## src/rtl/mulseq_pkg.sv

```systemverilog
package mulseq_pkg;

    // Default operand width of the multiplier
    localparam int unsigned DATA_W = 32;

    // Controller states
    typedef enum logic [1:0] {
        ST_IDLE = 2'd0,
        ST_RUN  = 2'd1,
        ST_FIX  = 2'd2
    } mul_state_e;

    // Per-operation mode captured at start
    typedef struct packed {
        logic is_signed;
        logic flip_sign;
    } mul_mode_t;

    // Sign decision: result negative only for signed ops with differing signs
    function automatic logic want_flip(input logic is_signed, input logic sa, input logic sb);
        return is_signed & (sa ^ sb);
    endfunction

endpackage

```

## src/rtl/mul_operand_prep.sv

```systemverilog
module mul_operand_prep
    import mulseq_pkg::*;
#(
    parameter int unsigned WIDTH = DATA_W
) (
    input  logic             is_signed_i,
    input  logic [WIDTH-1:0] a_i,
    input  logic [WIDTH-1:0] b_i,
    output logic [WIDTH-1:0] a_mag_o,
    output logic [WIDTH-1:0] b_mag_o,
    output mul_mode_t        mode_o
);

    localparam int unsigned MSB = WIDTH - 1;

    logic a_neg;
    logic b_neg;

    assign a_neg = is_signed_i & a_i[MSB];
    assign b_neg = is_signed_i & b_i[MSB];

    // Magnitudes: the most negative value maps to 2^(WIDTH-1) as unsigned
    assign a_mag_o = a_neg ? (~a_i + WIDTH'(1)) : a_i;
    assign b_mag_o = b_neg ? (~b_i + WIDTH'(1)) : b_i;

    assign mode_o.is_signed = is_signed_i;
    assign mode_o.flip_sign = want_flip(is_signed_i, a_i[MSB], b_i[MSB]);

endmodule

```

## src/rtl/mul_step.sv

```systemverilog
module mul_step
    import mulseq_pkg::*;
#(
    parameter int unsigned WIDTH = DATA_W
) (
    input  logic [2*WIDTH-1:0] prod_i,
    input  logic [WIDTH-1:0]   mcand_i,
    output logic [2*WIDTH-1:0] prod_o
);

    localparam int unsigned PW = 2 * WIDTH;

    logic [WIDTH-1:0] addend;
    logic [WIDTH:0]   sum;

    // Add the multiplicand into the upper half only when the tested bit is set
    assign addend = prod_i[0] ? mcand_i : '0;
    assign sum    = {1'b0, prod_i[PW-1:WIDTH]} + {1'b0, addend};

    // Carry enters the top bit while everything moves right by one
    assign prod_o = {sum, prod_i[WIDTH-1:1]};

endmodule

```

## src/rtl/seq_mul_hilo.sv

```systemverilog
module seq_mul_hilo
    import mulseq_pkg::*;
#(
    parameter int unsigned WIDTH = DATA_W
) (
    input  logic             clk,
    input  logic             rst,
    input  logic             start_i,
    input  logic             is_signed_i,
    input  logic [WIDTH-1:0] op_a_i,
    input  logic [WIDTH-1:0] op_b_i,
    output logic             busy_o,
    output logic             done_o,
    output logic [WIDTH-1:0] hi_o,
    output logic [WIDTH-1:0] lo_o
);

    localparam int unsigned PW   = 2 * WIDTH;
    localparam int unsigned CW   = $clog2(WIDTH);
    localparam logic [CW-1:0] LAST = CW'(WIDTH - 1);

    mul_state_e       state_q;
    logic [CW-1:0]    cnt_q;
    logic [WIDTH-1:0] mcand_q;
    logic [PW-1:0]    prod_q;
    mul_mode_t        mode_q;
    logic [WIDTH-1:0] hi_q;
    logic [WIDTH-1:0] lo_q;
    logic             done_q;

    logic [WIDTH-1:0] a_mag;
    logic [WIDTH-1:0] b_mag;
    mul_mode_t        mode_d;
    logic [PW-1:0]    prod_next;
    logic [PW-1:0]    prod_neg;

    mul_operand_prep #(.WIDTH(WIDTH)) u_prep (
        .is_signed_i (is_signed_i),
        .a_i         (op_a_i),
        .b_i         (op_b_i),
        .a_mag_o     (a_mag),
        .b_mag_o     (b_mag),
        .mode_o      (mode_d)
    );

    mul_step #(.WIDTH(WIDTH)) u_step (
        .prod_i  (prod_q),
        .mcand_i (mcand_q),
        .prod_o  (prod_next)
    );

    assign prod_neg = ~prod_q + PW'(1);

    always_ff @(posedge clk) begin
        if (rst) begin
            state_q <= ST_IDLE;
            cnt_q   <= '0;
            mcand_q <= '0;
            prod_q  <= '0;
            mode_q  <= '0;
            hi_q    <= '0;
            lo_q    <= '0;
            done_q  <= 1'b0;
        end else begin
            done_q <= 1'b0;
            case (state_q)
                ST_IDLE: begin
                    if (start_i) begin
                        mcand_q <= a_mag;
                        prod_q  <= {{WIDTH{1'b0}}, b_mag};
                        mode_q  <= mode_d;
                        cnt_q   <= '0;
                        state_q <= ST_RUN;
                    end
                end
                ST_RUN: begin
                    prod_q <= prod_next;
                    cnt_q  <= cnt_q + CW'(1);
                    if (cnt_q == LAST) begin
                        if (mode_q.flip_sign) begin
                            state_q <= ST_FIX;
                        end else begin
                            hi_q    <= prod_next[PW-1:WIDTH];
                            lo_q    <= prod_next[WIDTH-1:0];
                            done_q  <= 1'b1;
                            state_q <= ST_IDLE;
                        end
                    end
                end
                ST_FIX: begin
                    hi_q    <= prod_neg[PW-1:WIDTH];
                    lo_q    <= prod_neg[WIDTH-1:0];
                    done_q  <= 1'b1;
                    state_q <= ST_IDLE;
                end
                default: state_q <= ST_IDLE;
            endcase
        end
    end

    assign busy_o = (state_q != ST_IDLE);
    assign done_o = done_q;
    assign hi_o   = hi_q;
    assign lo_o   = lo_q;

    AST_START_ACCEPTED: assert property (@(posedge clk) disable iff (rst)
        (!busy_o && start_i) |=> busy_o);

    AST_DONE_SINGLE: assert property (@(posedge clk) disable iff (rst)
        done_o |=> !done_o);

    AST_DONE_ENDS_BUSY: assert property (@(posedge clk) disable iff (rst)
        done_o |-> !busy_o);

    AST_BUSY_START_IGNORED: assert property (@(posedge clk) disable iff (rst)
        (start_i && state_q == ST_RUN && cnt_q != LAST) |=> (busy_o && $stable(mcand_q)));

    AST_HILO_HOLD: assert property (@(posedge clk) disable iff (rst)
        !done_o |-> ($stable(hi_o) && $stable(lo_o)));

endmodule

```

## config.mk

```make
export PLATFORM = sky130hd
export DESIGN_NAME = seq_mul_hilo
export DESIGN_NICKNAME = d
export VERILOG_FILES = /design/src/rtl/mulseq_pkg.sv /design/src/rtl/mul_operand_prep.sv /design/src/rtl/mul_step.sv /design/src/rtl/seq_mul_hilo.sv
export SDC_FILE = /design/constraint.sdc
export NUM_CORES = 1
export LEC_CHECK = 0
export BUFFER_PORTS_ARGS = -buffer_cell sky130_fd_sc_hd__buf_2
export CORE_MARGIN = 2
export CORE_UTILIZATION = 40
export DETAILED_ROUTE_END_ITERATION = 12
export HOLD_SLACK_MARGIN = 0.02
export PLACE_DENSITY = 0.69
export REMOVE_ABC_BUFFERS = 1
export SLEW_MARGIN = 20
export SYNTH_ARGS = -nofsm -noshare
export SYNTH_HDL_FRONTEND = slang
export SYNTH_SLANG_ARGS = --single-unit
```

## constraint.sdc

```tcl
create_clock -name clk -period 3.6 [get_ports clk]
set_input_delay 0.72 -clock clk [delete_from_list [all_inputs] [get_ports clk]]
set_output_delay 0.72 -clock clk [all_outputs]
set_load 0.02 [all_outputs]
```

* Yosys cells after proc, flatten, opt, wreduce, memory -nomap -nowiden
Cells that the tools add are included.
Widths: inputs -> output; s select.
** Storage, ports and cells
- Register bits :: 169
- Latch bits :: 0
- RAM bits :: 0
- Memory bits (read-only) :: 0
- Bits of input ports :: 68
- Output and inout bits :: 66
- Logic and storage cells :: 54
- Memories kept :: 0
** Operators by class
- $add $sub $neg :: 5
- Multiply operators :: 0
- Div/mod/pow operators :: 0
- $lt $le $gt $ge :: 0
- Eq/ne operators :: 6
- Shifts and indexed selects :: 0
- Multiplexer cells :: 20
- Bitwise operators :: 7
- Reduce and logical (&&, ||, !) cells :: 8
** Operators by type and width (count)
- $mux 32 :: 7
- $pmux 32 s2 :: 2
- $pmux 64 s2 :: 1
- $add 32x1->32 const B :: 2
- $add 64x1->64 const B :: 1
- $mux 64 :: 1
- $not 32->32 :: 2
- $not 64->64 :: 1
- $add 32x32->33 :: 1
- $pmux 5 s2 :: 1
- $mux 2 :: 3
- $ne 2x2->1 const B :: 3
- $reduce_and 2->1 :: 3
- $reduce_bool 2->1 :: 3
- $add 5x1->5 const B :: 1
- $eq 5x5->1 const B :: 1
- $mux 5 :: 1
- $pmux 2 s2 :: 1
- $and 1x1->1 :: 3
- $reduce_and 3->1 :: 1
- $eq 2x1->1 const B :: 1
- $eq 2x2->1 const B :: 1
- $logic_not 2->1 :: 1
- $mux 1 :: 2
- 2 further kinds :: 2

* Depth between registers and ports, before layout
Gate-level depths: netlist of the first run.
- Depth in word-level cells :: 5
- Depth in mapped cells :: 14
- Mapped depth without buffers :: 12

* Hierarchy
From an unflattened synthesis of the first run, not the netlist that was laid out.
** Second synthesis, totals
- Cells, all modules :: 1564
- Area, all modules :: 12375.6 um2
** Modules (own cells, without submodules)
- seq_mul_hilo :: times used 1, cells each 983, area each 8279.2 um2, sequential area each 3383.2 um2
- mul_step :: times used 1, cells each 353, area each 2428.6 um2, sequential area each 0.0 um2
- mul_operand_prep :: times used 1, cells each 228, area each 1667.8 um2, sequential area each 0.0 um2

* Worst setup path before layout of the first run
No wires, ideal clock.
- Path kind :: register -> register
- From :: reg prod_q[0]
- To :: reg prod_q[61]
- Arrival time :: 3.420 ns
- Required time :: 3.538 ns
- Path slack :: 0.118 ns
- Stages on the path, launching flop included :: 15
- Path buffers :: 2
- Period minus slack after synthesis :: 3.482 ns
- Path through :: dfxtp_1 -> clkbuf_1 -> clkbuf_1 -> and2_1 -> ha_1 -> fa_1 -> a211oi_1 -> o32ai_1 -> a21oi_1 -> o221ai_1 -> a41oi_1 -> o211a_1 -> o31a_1 -> or4_1 -> nand3_1
** Between the ends
- Cells in the longest elaborated chain, start to end :: 3
** RTL lines
- start, declared :: RTL line seq_mul_hilo.sv:25 : logic [PW-1:0] prod_q;
- start signal, assigned :: RTL line seq_mul_hilo.sv:70 : prod_q <= {{WIDTH{1'b0}}, b_mag};
- start signal, assigned :: RTL line seq_mul_hilo.sv:77 : prod_q <= prod_next;
- $mux 32 :: RTL line mul_step.sv:17 : assign addend = prod_i[0] ? mcand_i : '0;
- $add 32x32->33 :: RTL line mul_step.sv:18 : assign sum = {1'b0, prod_i[PW-1:WIDTH]} + {1'b0, addend};
- $pmux 64 s2 :: RTL line seq_mul_hilo.sv:66 : case (state_q)
Every way passes these cells.
A chain may end at the register's enable or synchronous reset.

* Worst setup path in the final report of the first run
- From :: reg prod_q[0]
- To :: reg hi_q[29] (netlist: hi_o[29])
** Between the ends
- Cells in the longest elaborated chain, start to end :: 5
- Elaborated cells between the ends (all ways) :: 7
- Those cells by class :: add/sub (2); mux (4); bitwise (1)
** RTL lines
- $mux 32 :: RTL line mul_step.sv:17
- $add 32x32->33 :: RTL line mul_step.sv:18
- $mux 32 :: RTL line seq_mul_hilo.sv:80 : if (mode_q.flip_sign) begin
- $mux 32 :: RTL line seq_mul_hilo.sv:79 : if (cnt_q == LAST) begin
- $pmux 32 s2 (*) :: RTL line seq_mul_hilo.sv:66
- end signal, assigned :: RTL line seq_mul_hilo.sv:83 : hi_q <= prod_next[PW-1:WIDTH];
- end signal, assigned :: RTL line seq_mul_hilo.sv:91 : hi_q <= prod_neg[PW-1:WIDTH];
- end, declared :: RTL line seq_mul_hilo.sv:27 : logic [WIDTH-1:0] hi_q;
Every way passes the cells marked *; elsewhere a longest branch is shown, timed or not. The select of a mux whose other input is x is not followed.

==> reports/results.tsv, run 1 <==
metric	value	unit
status	complete, no violations	
crit_fanout	8	
stdcell_area	12500	um^2
wirelength	31.5	mm
path_buf_inv	0	
cts_root_buf	clkbuf_16	
io_buffers	133	
finalSetupViolations	0	
postCtsSetupRepairBufs	0	
hold_path.startpoint	mcand_q[0]	
synthTopCellsByCount	204 x nor2_1, 169 x dfxtp_1, 110 x a21oi_1	
yosysUniqueCellTypes	64	
die_h	169	um
grt_pass1_wl	50.6	mm
vdd_ir_drop_max	0.000312	V
multiInputGateArea	7010	um^2
yosysMostFrequentCell	nor2_1	
dp.cells	1789	
yosys_warnings	0	
finalCriticalPeriod	3.40	ns
cp-startpoint	prod_q[0]	
critPathArrivalTime	3.74	ns
regToRegEndpoint	hi_o[29]	
worst-r2r-cell-count	12	
place_ws	0.155	ns
gp_congestion	0.899	
cts_max_level	4	
cts_buffers	17	
first_pass_iters	6	
fin_crit_sh	94.4	%
synth_top_area_share	31.3	%
clk_pin_slew_worst_paths	0.08	ns
timing.hold.ws	0.454	ns
pin_count	134	
vias	10500	
max_cap_violations	0	
crit_type	flop to flop	
die_w	169	um
async_flop_share	0	%
crit_chain	and2_1 -> ha_1 -> fa_1 -> a211oi_2 -> o32ai_2 -> a21oi_1 -> o221ai_1 -> a41oi_1 -> o211a_1 -> o31a_1 -> xor2_1 -> a211oi_1	
ctsLongestPathBuffers	2	
final_cells	1822	
worstPathRequired	3.94	ns
synth_top_area_cell	dfxtp_1	
hp-class	flop to flop	
drc	0	
slew_violations	0	
vias_per_cell	5.77	
power.leakage	5.02	nW
startpoint_type	flop	
crit_family	compound AO/OA/AOI/OAI gates	
clk-insertion-delay-late	0.44	ns
area_delta_synth_final	15.4	%
ys_seq_elements	169	
power.total	5.23	mW
worstHoldPathCells	2	
synth-edff-count	0	
cp_num_cells	12	
synthesis.area	10800	um^2
tightest_slew	0.973	ns
slew_headroom	35.1	%
start_util	40.5	%
hold_viol_final	0	
track_usage	22.0	%
antenna_found_initial	1	
dieArea	28400	um^2
rows	60	
dp_hpwl	22.7	mm
grt_pass1_vias	9876	
fmax	0.294	GHz
wl_per_cell	17.3	um
core_area	26700	um^2
fin_nets	1576	
grt-ovfl-total	0	
place_area	11900	um^2
whs_endpoint	mcand_q[0]	
setup_slack	0.200	ns
synthCells	1375	
cts_sinks	169	
fill_cells	2656	
timing.rr.start	prod_q[0]	
syn_area_per_cell	7.87	um^2
cp_slowest_cell	fa_1	
fin_skew	0.0202	ns
initialDrtViolationCount	909	
cpPeakStageDelay	0.43	ns
antenna_left	0	
drive_gt1_share	15.7	%
cts_tree	built	
rsz0062_at_grt	false	
end_kind	flop	
pwr_density_cell	419	nW/um^2
final-seq-area	3380	um^2
ys.flop_type	dfxtp_1	
yosys-top-cells-area	dfxtp_1 31%, nor2_1 7.1%, xnor2_1 5.8%, xor2_1 5.3%, a21oi_1 5.1%	
grt_max_degree	142	
ff2ff_setup_slack	0.20	ns
seq_area_frac_synth	31.3	%
-- logic make-up (layout without fill, tap and decap cells) --
logic type,after synthesis,after routing,share of synthesized area (%)
mux,32,32,2.96
flops,169,169,31.3
xor+xnor,137,137,11.1
compound gates,391,391,23.9
fa+ha+maj,41,41,4.81
other cells,0,1,0
buf+inv,126,231,4.45
simple gates,479,479,21.6
-- final cells by class --
| type | count | share of cell area (%) |
|---|---|---|
| well taps | 341 | 3.41 |
| clock buffers | 17 | 3.40 |
| clock inverters | 15 | 1.35 |
| inverters | 30 | 0.901 |
| repair buffers | 169 | 7.71 |
| multi-input cells | 1080 | 56.1 |
| diodes | 1 | 0.0200 |
| flip-flops and latches | 169 | 27.1 |
-- registers in the layout, summed over array words and instances, names as in the netlist --
signal and count:
lo_o 32, hi_o 32, mcand_q 32, state_q 2, mode_q 1, cnt_q 5
prod_q 64, done_o 1
-- worst register-to-register path, cell delays in order, from the launching register on --
cell and delay (ns):
dfxtp_1 0.36, and2_1 0.19, ha_1 0.21, fa_1 0.43, a211oi_2 0.27, o32ai_2 0.14, a21oi_1 0.32, o221ai_1 0.24
a41oi_1 0.35, o211a_1 0.26, o31a_1 0.22, xor2_1 0.09, a211oi_1 0.23
-- layout by cell type (no fill, tap or decap), types with 4 or more instances in the layout --
master,Yosys,final
o21bai_1,7,7
nor3_1,35,35
xor2_1,65,65
o21a_1,5,5
buf_4,0,35
or4_1,6,6
nand3_1,18,18
a21o_1,16,16
xnor2_1,72,72
or2_2,5,5
inv_1,30,30
nand2b_1,8,8
ha_1,40,39
o31ai_1,12,12
nand2_1,79,79
and2_1,40,38
a311oi_1,9,9
a22oi_1,20,20
nand4_1,12,12
nor4_1,21,21
and3_1,10,10
clkbuf_16,0,17
nor2b_1,4,4
a21oi_1,110,109
nor2_1,204,203
o21ai_0,75,75
a222oi_1,28,28
or3_1,16,16
a211oi_1,71,70
inv_8,0,6
a31oi_1,10,10
dfxtp_1,169,169
buf_2,1,132
mux2i_1,32,32
-- what timing repair did --
item | 4_1_cts | 5_1_grt
gates resized for setup | 0 | 7
setup endpoints to repair | 0 | 7
hold buffers | 0 | 0
-- through the flow --
stage	TNS [ns]	utilization, %
final	0	46.8
after global routing	0	46.8
after CTS	0	46.6
after detailed placement	0	44.4
after global placement	0	44.4
after floorplan	-60.53	-
-- worst max path at each step --
stage / endpoint
after global placement: hi_o[30]
after detailed placement: hi_o[30]
final: hi_o[29]
after CTS: hi_o[30]
after global routing: hi_o[29]
after floorplan: prod_q[10]
-- power by group --
group	internal, mW	switching (mW)	leakage (nW)
logic	0.480	0.758	3.34
registers	2.02	0.131	1.38
clock network	0.939	0.908	0.292
total	3.44	1.80	5.02
-- layer usage --
metal  vias to the layer above  track usage [%]  wire [um]
met4                         0             7.61        682
met2                       382             37.2      14900
li1                       5171                -          -
met5                         -                0          0
met1                      4909             29.2      14200
met3                        42             2.64       1750
(Power assumes the default switching activity.)
==> inputs of run 2 (changes only) <==
--- a/config.mk
+++ b/config.mk
@@ -7,10 +7,11 @@
 export LEC_CHECK = 0
 export BUFFER_PORTS_ARGS = -buffer_cell sky130_fd_sc_hd__buf_2
 export CORE_MARGIN = 2
-export CORE_UTILIZATION = 40
+export CORE_UTILIZATION = 54
 export DETAILED_ROUTE_END_ITERATION = 12
+export GPL_TIMING_DRIVEN = 0
 export HOLD_SLACK_MARGIN = 0.02
-export PLACE_DENSITY = 0.69
+export PLACE_DENSITY = 0.86
 export REMOVE_ABC_BUFFERS = 1
 export SLEW_MARGIN = 20
 export SYNTH_ARGS = -nofsm -noshare
==> reports/results.tsv, run 2 (synthesis results as in run 1) <==
metric	value	unit
max_cap_violations	0	
gp_congestion	0.979	
hold_viol_final	0	
die_h	146	um
hp-class	flop to flop	
timing.hold.ws	0.453	ns
num_antenna_cells	0	
stdcell_area	12400	um^2
pin_count	134	
rsz0062_at_grt	false	
crit_type	flop to flop	
cts_buffers	17	
power.total	5.28	mW
end_kind	flop	
rows	51	
final_cells	1720	
critPathArrivalTime	3.83	ns
dp.cells	1685	
crit_fanout	21	
largest_reg_flops	64	
grt_pass1_wl	49.0	mm
slew_headroom	24.3	%
startpoint_type	flop	
top_register	prod_q	
initialDrtViolationCount	1283	
track_usage	27.9	%
fin_skew	0.0105	ns
layout_common_cells	203 x nor2_1, 168 x dfxtp_1, 132 x buf_2, 108 x a21oi_1, 79 x nand2_1	
finalSetupViolations	0	
cts_tree	built	
pwr_density_cell	426	nW/um^2
dieArea	21200	um^2
wl_per_cell	17.8	um
cts_max_level	4	
fill_cells	1653	
wirelength	30.6	mm
place_area	11700	um^2
fin_crit_sh	96.2	%
slew_violations	0	
clk_pin_slew_worst_paths	0.06	ns
first_pass_iters	9	
drc	0	
cts_sinks	169	
vias_per_cell	6.22	
final_common_cell	nor2_1	
core_area	19600	um^2
grt_max_degree	85	
io_buffers	133	
power.leakage	4.95	nW
dp_hpwl	20.6	mm
vias	10700	
status	complete, no violations	
worstPathRequired	3.97	ns
finalCriticalPeriod	3.46	ns
finalSetupTns	0	ns
fin_nets	1553	
drive_gt1_share	14.6	%
vdd_ir_drop_max	0.000393	V
clk-insertion-delay-late	0.44	ns
area_delta_synth_final	14.6	%
grt_pass1_vias	9861	
start_util	55.3	%
fmax	0.289	GHz
grt-ovfl-total	0	
postLayoutCoreUtil	63.3	%
die_w	146	um
antenna_left	0	
ctsLongestPathBuffers	2	
setup_slack	0.137	ns
antenna_found_initial	1	
tightest_slew	1.13	ns
cts_root_buf	clkbuf_16	
place_ws	-0.554	ns
[run 2: timing repair]
action / in CTS / in global routing
hold buffers: 0 / 0
buffers inserted: 0 / 5
pin swaps: 0 / 5
gates cloned: 0 / 0
setup endpoints to repair: 20 / 17
hold endpoints to repair: 0 / 0
resized for setup: 10 / 6
[run 2: routing by layer]
layer,wire length (um),track usage [%],vias to the layer above
li1,-,-,5124
met1,12800,35.8,4986
met2,14500,46.5,501
met3,2320,5.33,88
met4,945,11.0,0
met5,0,0,-
[run 2: worst max-delay path, stage by stage, from the launching register on]
cell	delay (ns)
dfxtp_4	0.47
and2_1	0.17
ha_1	0.19
fa_1	0.25
a211oi_2	0.10
o32ai_2	0.38
a21oi_2	0.17
o221ai_2	0.29
a41oi_1	0.22
o211a_1	0.31
o31a_1	0.35
or4_1	0.40
nand3_1	0.09
[run 2: path summary, 6_finish.rpt]
kind,slack (ns),from,cells past startpoint,endpoint
worst max-delay path,0.14,prod_q[0],12,prod_q[61]
worst min-delay path,0.45,mcand_q[15],2,mcand_q[15]
worst max register to register,0.14,prod_q[0],12,prod_q[61]
worst min register to register,0.45,mcand_q[15],2,mcand_q[15]
[run 2: area by class of cell]
type	count	area (um^2)	share of cell area [%]
Clock buffer	23	468	3.77
Inverter	30	113	0.908
Sequential cell	169	3390	27.3
Tap cell	265	332	2.67
Timing Repair Buffer	146	902	7.28
Clock inverter	7	118	0.949
Multi-Input combinational cell	1080	7080	57.1
[run 2: where the power goes]
| group | switching (mW) | internal (mW) |
|---|---|---|
| sequential | 0.130 | 2.02 |
| combinational | 0.771 | 0.486 |
| clock | 0.755 | 1.12 |
==> inputs of run 3 (changes only) <==
--- a/config.mk
+++ b/config.mk
@@ -6,6 +6,7 @@
 export NUM_CORES = 1
 export LEC_CHECK = 0
 export BUFFER_PORTS_ARGS = -buffer_cell sky130_fd_sc_hd__buf_2
+export CORE_ASPECT_RATIO = 0.9
 export CORE_MARGIN = 2
 export CORE_UTILIZATION = 54
 export DETAILED_ROUTE_END_ITERATION = 12
==> reports/results.tsv, run 3 (synthesis results as in run 1) <==
metric	value	unit
fin_nets	1550	
cts_buffers	17	
grt_pass1_wl	49.9	mm
antenna_found_initial	0	
place_ws	-0.575	ns
clk_pin_slew_worst_paths	0.07	ns
dp_hpwl	21.0	mm
multiInputGateArea	7070	um^2
io_buffers	133	
critPathArrivalTime	3.87	ns
area_delta_synth_final	14.5	%
status	complete, no violations	
startpoint_type	flop	
finalCriticalPeriod	3.49	ns
cpPeakStageDelay	0.48	ns
clk-insertion-delay-late	0.44	ns
holdBufCountCts	0	
drive_gt1_share	14.5	%
crit_chain	and2_1 -> ha_1 -> fa_1 -> a211oi_2 -> o32ai_2 -> a21oi_2 -> o221ai_2 -> a41oi_2 -> o211a_1 -> o31a_1 -> or4_1 -> nand3_1	
largest_reg_flops	64	
power.total	5.37	mW
grt_max_degree	105	
fmax	0.287	GHz
gp_congestion	0.926	
cts_tree	built	
drc	0	
vias_per_cell	6.23	
initialDrtViolationCount	1208	
setup_slack	0.110	ns
final_common_cell	nor2_1	
finalSetupTns	0	ns
slew_headroom	28.4	%
crit_type	flop to flop	
grt_pass1_vias	10000	
hp-class	flop to flop	
fin_skew	0.0104	ns
place_area	11700	um^2
power.leakage	4.95	nW
grt-ovfl-total	0	
die_h	138	um
first_pass_iters	7	
num_antenna_cells	0	
vias	10600	
pin_count	134	
worstPathRequired	3.98	ns
pwr_density_cell	433	nW/um^2
timing.hold.ws	0.462	ns
cts_root_buf	clkbuf_16	
stdcell_area	12400	um^2
top_register	prod_q	
start_util	54.7	%
postLayoutCoreUtil	62.6	%
end_kind	flop	
cts_sinks	169	
cts_max_level	4	
core_area	19800	um^2
hold_viol_final	0	
crit_fanout	21	
layout_common_cells	203 x nor2_1, 168 x dfxtp_1, 132 x buf_2, 108 x a21oi_1, 79 x nand2_1	
final_cells	1708	
fin_crit_sh	96.9	%
track_usage	28.4	%
vdd_ir_drop_max	0.000342	V
tightest_slew	1.07	ns
fill_cells	1659	
antenna_left	0	
wl_per_cell	17.9	um
ctsLongestPathBuffers	2	
die_w	153	um
slew_violations	0	
wirelength	30.6	mm
cp_slowest_cell	dfxtp_4	
finalSetupViolations	0	
dp.cells	1675	
final-seq-area	3390	um^2
dieArea	21200	um^2
rows	49	
max_cap_violations	0	
==> run 3: layer usage <==
metal | vias up | wire (um) | global-route usage, %
li1 | 5120 | - | -
met1 | 5022 | 13100 | 37.7
met2 | 433 | 14500 | 46.5
met3 | 72 | 2180 | 4.58
met4 | 0 | 820 | 10.7
met5 | - | 0 | 0
==> run 3: layout make-up <==
class	count	area share [%]
clock inverters	7	1.13
inverters	30	0.908
flip-flops and latches	169	27.3
multi-input cells	1080	57.1
well taps	255	2.57
clock buffers	24	3.89
repair buffers	143	7.12
==> run 3: worst paths after layout <==
kind	start	end	slack (ns)	cells after the start
worst max-delay path	prod_q[0]	prod_q[61]	0.11	12
worst min-delay path	mcand_q[15]	mcand_q[15]	0.46	2
worst max register to register	prod_q[0]	prod_q[61]	0.11	12
worst min register to register	mcand_q[15]	mcand_q[15]	0.46	2
==> run 3: critical path: cells and delay by family (launching register included) <==
family | cells | cell delay (ns)
compound gates | 7 | 1.87
simple gates | 3 | 0.64
flops | 1 | 0.48
fa+ha+maj | 2 | 0.45
==> run 3: repair_timing <==
action,CTS,global route
setup endpoints to repair,18,9
buffers inserted,1,1
gates resized for setup,7,8
pin swaps,0,3
==> run 3: report_power, final <==
part	total (mW)	internal, mW	switching, mW
Clock	1.97	1.21	0.762
Sequential	2.15	2.02	0.129
Combinational	1.25	0.477	0.771
Total	5.37	3.71	1.66
